File: src/rtl/lwa_pkg.sv
package lwa_pkg;
  typedef enum logic [1:0] {
    SZ_FULL = 2'b00,
    SZ_WORD = 2'b01,
    SZ_BYTE = 2'b10,
    SZ_ALT  = 2'b11
  } size_e;
endpackage

File: src/rtl/lwa_cfg.sv
module lwa_cfg
  import lwa_pkg::*;
#(
  parameter int LANES = 4,
  localparam int IW = (LANES > 1) ? $clog2(LANES) : 1
) (
  input  logic          clk,
  input  logic          rst,
  input  logic          order_in,
  input  logic [1:0]    size_in,
  output logic          msb_first,
  output size_e         size,
  output logic [IW-1:0] last_idx
);
  always_ff @(posedge clk) begin
    if (rst) begin
      msb_first <= order_in;
      size      <= size_e'(size_in);
    end
  end

  always_comb begin
    case (size)
      SZ_BYTE: last_idx = IW'(LANES - 1);
      SZ_WORD: last_idx = IW'(LANES / 2 - 1);
      default: last_idx = '0;
    endcase
  end
endmodule

File: src/rtl/lwa_split.sv
module lwa_split
  import lwa_pkg::*;
#(
  parameter int LANE_W = 9,
  parameter int LANES  = 4,
  localparam int WW = LANE_W * LANES,
  localparam int IW = (LANES > 1) ? $clog2(LANES) : 1
) (
  input  logic          clk,
  input  logic          rst,
  input  logic          msb_first,
  input  size_e         size,
  input  logic [IW-1:0] last_idx,
  input  logic [WW-1:0] w_data,
  input  logic          w_valid,
  output logic          w_ready,
  output logic [WW-1:0] n_data,
  output logic          n_valid,
  input  logic          n_ready
);
  logic          busy;
  logic [IW-1:0] k;
  logic [WW-1:0] hold;
  logic [IW-1:0] lane;
  logic          at_last;

  function automatic logic [WW-1:0] pick(logic [WW-1:0] w, size_e s, logic [IW-1:0] ln);
    logic [WW-1:0] r;
    r = '0;
    case (s)
      SZ_BYTE: r[LANE_W-1:0]   = w[ln*LANE_W +: LANE_W];
      SZ_WORD: r[2*LANE_W-1:0] = w[ln*2*LANE_W +: 2*LANE_W];
      default: r = w;
    endcase
    return r;
  endfunction

  assign at_last = (k == last_idx);
  assign lane    = msb_first ? (last_idx - k) : k;
  assign w_ready = !rst && (!busy || (at_last && n_ready));
  assign n_valid = busy;
  assign n_data  = pick(hold, size, lane);

  always_ff @(posedge clk) begin
    if (rst) begin
      busy <= 1'b0;
      k    <= '0;
      hold <= '0;
    end else begin
      if (busy && n_ready) k <= at_last ? '0 : k + 1'b1;
      if (w_valid && w_ready) begin
        hold <= w_data;
        busy <= 1'b1;
      end else if (busy && n_ready && at_last) begin
        busy <= 1'b0;
      end
    end
  end

  assert_hold_piece_R6: assert property (@(posedge clk) disable iff (rst)
    n_valid && !n_ready |=> n_valid && $stable(n_data));
  assert_piece_needs_word_R6: assert property (@(posedge clk) disable iff (rst)
    $rose(n_valid) |-> $past(w_valid && w_ready));
  always_comb begin
    if (rst) assert_ready_low_in_reset_R1: assert (!w_ready);
  end
endmodule

File: src/rtl/lwa_join.sv
module lwa_join
  import lwa_pkg::*;
#(
  parameter int LANE_W = 9,
  parameter int LANES  = 4,
  localparam int WW = LANE_W * LANES,
  localparam int IW = (LANES > 1) ? $clog2(LANES) : 1
) (
  input  logic          clk,
  input  logic          rst,
  input  logic          msb_first,
  input  size_e         size,
  input  logic [IW-1:0] last_idx,
  input  logic [WW-1:0] n_data,
  input  logic          n_valid,
  output logic          n_ready,
  output logic [WW-1:0] w_data,
  output logic          w_valid,
  input  logic          w_ready
);
  logic [IW-1:0] k;
  logic [WW-1:0] acc;
  logic [WW-1:0] merged;
  logic [IW-1:0] lane;
  logic          fire;
  logic          at_last;

  function automatic logic [WW-1:0] place(logic [WW-1:0] base, size_e s,
                                          logic [IW-1:0] ln, logic [WW-1:0] p);
    logic [WW-1:0] r;
    r = base;
    case (s)
      SZ_BYTE: r[ln*LANE_W +: LANE_W]     = p[LANE_W-1:0];
      SZ_WORD: r[ln*2*LANE_W +: 2*LANE_W] = p[2*LANE_W-1:0];
      default: r = p;
    endcase
    return r;
  endfunction

  assign at_last = (k == last_idx);
  assign lane    = msb_first ? (last_idx - k) : k;
  assign n_ready = !rst && (!w_valid || w_ready);
  assign fire    = n_valid && n_ready;
  assign merged  = place(acc, size, lane, n_data);

  always_ff @(posedge clk) begin
    if (rst) begin
      k       <= '0;
      acc     <= '0;
      w_data  <= '0;
      w_valid <= 1'b0;
    end else begin
      if (w_valid && w_ready) w_valid <= 1'b0;
      if (fire) begin
        if (at_last) begin
          w_data  <= merged;
          w_valid <= 1'b1;
          k       <= '0;
          acc     <= '0;
        end else begin
          acc <= merged;
          k   <= k + 1'b1;
        end
      end
    end
  end

  assert_hold_word_R6: assert property (@(posedge clk) disable iff (rst)
    w_valid && !w_ready |=> w_valid && $stable(w_data));
  assert_word_after_piece_R7: assert property (@(posedge clk) disable iff (rst)
    $rose(w_valid) |-> $past(n_valid && n_ready));
  always_comb begin
    if (rst) assert_join_ready_low_R1: assert (!n_ready);
  end
endmodule

File: src/rtl/lw_width_adapter.sv
module lw_width_adapter
  import lwa_pkg::*;
#(
  parameter int LANE_W = 9,
  parameter int LANES  = 4,
  localparam int WW = LANE_W * LANES,
  localparam int IW = (LANES > 1) ? $clog2(LANES) : 1
) (
  input  logic          clk,
  input  logic          rst,
  input  logic          order_msb_first,
  input  logic [1:0]    size_code,
  input  logic [WW-1:0] wide_in_data,
  input  logic          wide_in_valid,
  output logic          wide_in_ready,
  output logic [WW-1:0] nar_out_data,
  output logic          nar_out_valid,
  input  logic          nar_out_ready,
  input  logic [WW-1:0] nar_in_data,
  input  logic          nar_in_valid,
  output logic          nar_in_ready,
  output logic [WW-1:0] wide_out_data,
  output logic          wide_out_valid,
  input  logic          wide_out_ready
);
  logic          msb_first;
  size_e         size;
  logic [IW-1:0] last_idx;

  lwa_cfg #(.LANES(LANES)) u_cfg (
    .clk(clk), .rst(rst), .order_in(order_msb_first), .size_in(size_code),
    .msb_first(msb_first), .size(size), .last_idx(last_idx)
  );

  lwa_split #(.LANE_W(LANE_W), .LANES(LANES)) u_split (
    .clk(clk), .rst(rst), .msb_first(msb_first), .size(size), .last_idx(last_idx),
    .w_data(wide_in_data), .w_valid(wide_in_valid), .w_ready(wide_in_ready),
    .n_data(nar_out_data), .n_valid(nar_out_valid), .n_ready(nar_out_ready)
  );

  lwa_join #(.LANE_W(LANE_W), .LANES(LANES)) u_join (
    .clk(clk), .rst(rst), .msb_first(msb_first), .size(size), .last_idx(last_idx),
    .n_data(nar_in_data), .n_valid(nar_in_valid), .n_ready(nar_in_ready),
    .w_data(wide_out_data), .w_valid(wide_out_valid), .w_ready(wide_out_ready)
  );
endmodule

File: config.mk
export PLATFORM = sky130hd
export DESIGN_NAME = lw_width_adapter
export DESIGN_NICKNAME = d
export VERILOG_FILES = /design/src/rtl/lwa_pkg.sv /design/src/rtl/lwa_cfg.sv /design/src/rtl/lwa_split.sv /design/src/rtl/lwa_join.sv /design/src/rtl/lw_width_adapter.sv
export SDC_FILE = /design/constraint.sdc
export NUM_CORES = 1
export LEC_CHECK = 0
export BUFFER_PORTS_ARGS = -buffer_cell sky130_fd_sc_hd__clkbuf_2
export CORE_ASPECT_RATIO = 1.5
export CORE_UTILIZATION = 45
export CTS_BUF_LIST = sky130_fd_sc_hd__clkbuf_2
export DETAILED_ROUTE_END_ITERATION = 8
export PLACE_DENSITY = 0.66
export SETUP_SLACK_MARGIN = 0.4
export SYNTH_ARGS = -nofsm -noshare
export SYNTH_HDL_FRONTEND = slang
export SYNTH_SLANG_ARGS = --single-unit
export TNS_END_PERCENT = 5
File: constraint.sdc
create_clock -name clk -period 5 [get_ports clk]
set_input_delay 0.5 -clock clk [delete_from_list [all_inputs] [get_ports clk]]
set_output_delay 0.5 -clock clk [all_outputs]
set_load 0.01 [all_outputs]
Word-level counts from Yosys, hierarchy flattened:

Cells that the tools add are included.
W data, S select, Z words.

* output and inout bits: 76
* flip-flop bits (word level): 117

* multipliers: 4
* reductions and logical operators: 16
* shifts and indexed selects: 6
* mux-type cells: 17
* equality and inequality tests: 4
* add/subtract/negate cells: 6

Operators by type and width (number)
* $bwmux W36: 2
* $pmux W36 S2: 1
* $mux W36: 1
* $pmux W9 S2: 2
* $shift A18 B34 Y36 const A: 1
* $shift A9 B34 Y36 const A: 1
* $shiftx A18 B34 Y36: 1
* $shiftx A36 B7 Y9: 1
* $shiftx A36 B9 Y18: 1
* $shiftx A9 B34 Y36: 1
* $neg A6 Y34: 1
* $neg A8 Y34: 1
* $mul A2 B4 Y6 const B: 4
* $mux W18: 1
* $logic_and A1 B1 Y1: 8
* $mux W2: 4
* $mux W1: 5
* $add A2 B1 Y2 const B: 2
* $eq A2 B2 Y1: 2
* $pmux W2 S2: 1
* $sub A2 B2 Y2: 2
* $logic_not A1 Y1: 3
* $eq A2 B1 Y1 const B: 1
* $eq A2 B2 Y1 const B: 1
* 4 further kinds: 5

Longest topological paths before layout:

* word-level depth: 10
* depth in mapped cells: 17

Hierarchy:

From an unflattened synthesis, not the netlist that was laid out.

* cells, all modules: 1063
* area total of the unflattened synthesis: 8031.5 um^2

By module, submodules not included
* lwa_join: area each 5550.3 um^2, times used 1, seq. area each 1501.4 um^2, cells each 752
* lwa_split: area each 2371.0 um^2, times used 1, seq. area each 780.7 um^2, cells each 305
* lwa_cfg: area each 110.1 um^2, times used 1, seq. area each 90.1 um^2, cells each 6

Least setup slack after synthesis:

Ideal clock, no wire load.

* path type: register to register
* from: reg u_cfg.size[0]
* to: reg u_join.acc[6]
* path buffers: 4
* library setup time: 0.117 ns
* cell stages (with the launch flop): 16
* arrival time: 3.347 ns
* setup slack: 1.536 ns
* path through: edfxtp_1 > inv_1 > ha_1 > ha_1 > nand2b_2 > nand2_4 > buf_8 > buf_6 > ha_1 > clkinv_1 > buf_2 > buf_1 > a21oi_1 > a221oi_2 > o311ai_2 > a22o_1

* cells in the longest elaborated chain, start to end: 10
* elaborated cells between the ends (all ways): 18
* those cells by class: add/sub (3); mul (2); eq/ne (3); shift (4); mux (6)

RTL lines
* start, declared: line lwa_cfg.sv:12 `output size_e size,`
* start signal, assigned: line lwa_cfg.sv:18 `size <= size_e'(size_in);`
* $eq A2 B1 Y1 / $eq A2 B2 Y1 (equally long branches): line lwa_cfg.sv:23, lwa_join.sv:32
* $pmux W2 S2: line lwa_cfg.sv:23 `case (size)`
* $sub A2 B2 Y2: line lwa_join.sv:41 `assign lane = msb_first ? (last_idx - k) : k;`
* $mux W2: line lwa_join.sv:41
* $mul A2 B4 Y6: line lwa_join.sv:33, lwa_join.sv:34
* $neg A8 Y34 / $neg A6 Y34 (equally long branches): line lwa_join.sv:34, lwa_join.sv:33
* $shiftx A18 B34 Y36 (tied with other cells): line lwa_join.sv:34 `SZ_WORD: r[ln*2*LANE_W +: 2*LANE_W] = p[2*LANE_W-1:0];`
* $bwmux W36 (on tied branches): line lwa_join.sv:34, lwa_join.sv:33
* $pmux W36 S2: line lwa_join.sv:32 `case (s)`
* $mux W36 *: line lwa_join.sv:55 `if (at_last) begin`
* end signal, assigned: line lwa_join.sv:61 `acc <= merged;`
* end, declared: line lwa_join.sv:22 `logic [WW-1:0] acc;`

Every way passes the cells marked *; elsewhere a longest branch is shown, timed or not.
A chain may end at the register's enable or synchronous reset.

Worst setup path in the final report:

* from: reg u_cfg.size[1]
* to: out nar_out_data[4]

* cells in the longest elaborated chain, start to end: 7
* elaborated cells between the ends (all ways): 10
* those cells by class: add/sub (1); mul (2); eq/ne (2); shift (2); mux (3)

RTL lines
* $eq A2 B1 Y1 / $eq A2 B2 Y1 (equally long branches): line lwa_cfg.sv:23, lwa_split.sv:30
* $pmux W2 S2: line lwa_cfg.sv:23
* $sub A2 B2 Y2: line lwa_split.sv:39 `assign lane = msb_first ? (last_idx - k) : k;`
* $mux W2: line lwa_split.sv:39
* $mul A2 B4 Y6: line lwa_split.sv:31, lwa_split.sv:32
* $shiftx A36 B9 Y18 / $shiftx A36 B7 Y9 (equally long branches): line lwa_split.sv:32, lwa_split.sv:31
* $pmux W9 S2 *: line lwa_split.sv:30 `case (s)`
* end, declared: line lw_width_adapter.sv:16 `output logic [WW-1:0] nar_out_data,`

Marked as above.

==> results.json <==
{
  "status": "finished clean",
  "power_mw": 2.89,
  "initial_utilization_pct": 46.2,
  "yosysWarnings": 0,
  "crit_buf_inv": 5,
  "rows": 57,
  "ir_worst_vdd_mv": 0.160,
  "ys.flop_type": "dfxtp_1",
  "path_max_fanout": 49,
  "pre_cts_ws_ps": 852,
  "syn_inst": 951,
  "ant_nets": 0,
  "final.fill_count": 1582,
  "finalSetupTns_ps": 0,
  "wl_per_cell_um": 22.7,
  "die_w_um": 108,
  "routed_wl_um": 30100,
  "power_frac_seq_pct": 37.6,
  "vias": 8378,
  "dr.pass1.iters": 7,
  "h-tree-depth": 4,
  "worstMarginPinSlew_ps": 1060,
  "clk_latency_ps": 740,
  "crit_path_top_delay_cell": "clkinv_1",
  "rsz0062_at_grt": "false",
  "core_region_area_um2": 16300,
  "io_pins": 157,
  "via_per_inst": 6.32,
  "synth_nets": 1041,
  "clock-sinks": 117,
  "drt_iter0_drc": 664,
  "multi_input_area_um2": 4710,
  "crit_arrival_ps": 3760,
  "cts_tree": "done",
  "antenna_found_initial": 1,
  "crit_start": "u_cfg.size[1]",
  "setup_viol": 0,
  "switching_share_pct": 43.2,
  "slew_headroom_pct": 29.2,
  "cap_violations": 0,
  "min_from": "nar_in_data[35]",
  "die_h_um": 160,
  "area_delta_synth_final_pct": 20.1,
  "required_ps": 4500,
  "reg2reg_slack_ps": 770,
  "endpoint_kind": "output port",
  "synth_edf_count": 3,
  "layout-drive-gt1-share_pct": 24.1,
  "hpwl_um": 21100,
  "fmax_mhz": 235,
  "die_area_um2": 17200,
  "min_period_ps": 4260,
  "seq_area_um2": 2370,
  "worst_slack_ps": 744,
  "p_leak_nw": 3.78,
  "fin_cells": 1325,
  "cpPeakStageDelay_ps": 640,
  "rr_startpoint": "u_cfg.size[0]",
  "route.detailed.drc": 0,
  "fin_skew_ps": 35.1,
  "async_flop_share_pct": 0,
  "p_switching_mw": 1.25,
  "root_buffer": "clkbuf_2",
  "post-route-period-util_pct": 85.1,
  "synth_area_um2": 7520,
  "startpoint_type": "flip-flop",
  "crit_top_cell": "buf_4",
  "grt_max_degree": 73,
  "grt_overflow": 0,
  "numPortBuffers": 156,
  "slew_violations": 0,
  "syn_area_per_cell_um2": 7.91,
  "cts_buffers": 17,
  "first_global_vias": 8237,
  "dpl.cell_count": 1251,
  "grt_pass1_wl_um": 46600,
  "cts_setup_buffers": 0,
  "clk_path_buf_depth": 2,
  "hold_path.class": "input pin to flip-flop",
  "clk_pin_slew_worst_paths_ps": 220,
  "worstPathCellList": "ha_2 -> buf_4 -> buf_4 -> clkinv_1 -> nand2_1 -> buf_4 -> a22oi_1 -> nand2_1 -> clkbuf_2",
  "gp_congestion": 1.00,
  "power_density_nw_per_um2": 320,
  "p_int_mw": 1.64,
  "ys_ff_latch": 117,
  "clkPwrFrac_pct": 21.4,
  "final_nets": 1195,
  "crit_family": "buffers and inverters",
  "synth_cell_types": 83,
  "post-route-util_pct": 55.5,
  "track_usage_pct": 35.7,
  "worstSetupPathType": "flip-flop to output port",
  "comb_power_share_pct": 40.9,
  "finalHoldViolCount": 0,
  "seq_area_frac_synth_pct": 31.6
}
## path summary, 6_finish.rpt
check,end,cells past startpoint
worst max-delay path,nar_out_data[4],9
worst min-delay path,u_join.w_data[35],3
worst max register to register,u_join.acc[8],13
worst min register to register,u_join.w_data[9],2
## logic make-up after synthesis
| group | Yosys count | share of synthesized area (%) |
|---|---|---|
| buf+inv | 105 | 5.94 |
| simple gates | 336 | 21.2 |
| fa+ha+maj | 9 | 1.50 |
| flops | 117 | 31.6 |
| xor+xnor | 6 | 0.699 |
| compound gates | 341 | 30.8 |
| mux | 37 | 8.35 |
## through the flow
step | hold slack [ps] | cell area, um2
finish | 71.0 | 9030
global route | 33.8 | 9030
CTS | 7.46 | 9030
detailed placement | 464 | 8390
global placement | 447 | 8390
floorplan | 426 | 7520
## timing repair
item / 4_1_cts / 5_1_grt
hold buffers: 41 / 0
endpoints found under the hold margin: 41 / 0
gates resized for setup: 0 / 0
## layer usage
metal	vias up	wire length, um	GRT usage, %
met5	-	0	0
met3	132	2680	7.87
li1	3847	-	-
met1	3899	10800	40.8
met2	500	14600	58.8
met4	0	2040	23.7
## worst min-delay path: stages
cell and delay, ps:
clkbuf_2 80, a211oi_1 80, o21ai_0 130
## cell type report
class	instances	area share, %
multi-input combinational	729	52.2
sequential	117	26.3
timing repair buffer	226	15.6
tap	206	2.85
clock inverter	15	1.58
clock buffer	17	0.942
inverter	14	0.582
antenna	1	0.0277
## placed cells by master (no fill, tap or decap), drive strengths merged, types with 11 or more instances in the layout
| cell type | synthesis | layout |
|---|---|---|
| a21o | 13 | 13 |
| a21oi | 40 | 40 |
| a221oi | 13 | 13 |
| a22o | 34 | 34 |
| a22oi | 24 | 24 |
| a31o | 11 | 11 |
| a31oi | 16 | 16 |
| and2 | 26 | 26 |
| and3 | 20 | 20 |
| buf | 26 | 29 |
| clkbuf | 65 | 173 |
| dfxtp | 114 | 114 |
| dlygate4sd3 | 0 | 41 |
| inv | 10 | 17 |
| mux2i | 17 | 17 |
| mux4 | 17 | 17 |
| nand2 | 156 | 156 |
| nand2b | 12 | 12 |
| nand3 | 37 | 37 |
| nor2 | 49 | 49 |
| nor3 | 18 | 18 |
| o21ai | 123 | 123 |
## flip-flops by register name, summed over array words and instances (netlist names)
signal and count:
u_cfg.msb_first 1, u_join.k 2, u_cfg.size 2, u_join.acc 36, u_join.w_valid 1, u_split.n_valid 1
u_split.hold 36, u_split.k 2, u_join.w_data 36
## synth_stat cells, drive strengths merged, types with 3 or more instances
| master | number | area (um2) |
|---|---|---|
| xor2 | 4 | 35.0 |
| a31oi | 16 | 100 |
| a21o | 13 | 97.6 |
| a221oi | 13 | 120 |
| nor2 | 49 | 186 |
| mux2 | 3 | 33.8 |
| clkinv | 4 | 15.0 |
| o22ai | 5 | 31.3 |
| and2 | 26 | 163 |
| nor4 | 3 | 33.8 |
| dfxtp | 114 | 2280 |
| nand4 | 3 | 18.8 |
| mux2i | 17 | 211 |
| o211ai | 5 | 37.5 |
| nor2b | 4 | 25.0 |
| nand2b | 12 | 85.1 |
| a211oi | 5 | 42.5 |
| and3 | 20 | 125 |
| a31o | 11 | 96.4 |
| mux4 | 17 | 383 |
| o2bb2ai | 4 | 35.0 |
| a32o | 9 | 90.1 |
| nand3 | 37 | 190 |
| clkbuf | 65 | 245 |
| o2111ai | 3 | 26.3 |
| a21oi | 40 | 200 |
| nor3 | 18 | 100 |
| a221o | 5 | 50.1 |
| ha | 9 | 113 |
| edfxtp | 3 | 90.1 |
| o221ai | 4 | 35.0 |
| a311oi | 3 | 26.3 |
| inv | 10 | 37.5 |
| buf | 26 | 149 |
| o21ai | 123 | 619 |
| a22oi | 24 | 180 |
| nand2 | 156 | 593 |
| a22o | 34 | 298 |
## power groups by stage
stage | clock (mW) | combinational (mW) | sequential (mW)
floorplan | 0 | 0.768 | 1.09
global placement | 0 | 1.14 | 1.11
detailed placement | 0 | 1.13 | 1.11
CTS | 0.639 | 1.16 | 1.09
global route | 0.681 | 1.27 | 1.10
finish | 0.620 | 1.18 | 1.09
Note: power is estimated with default switching activity, not from simulation.
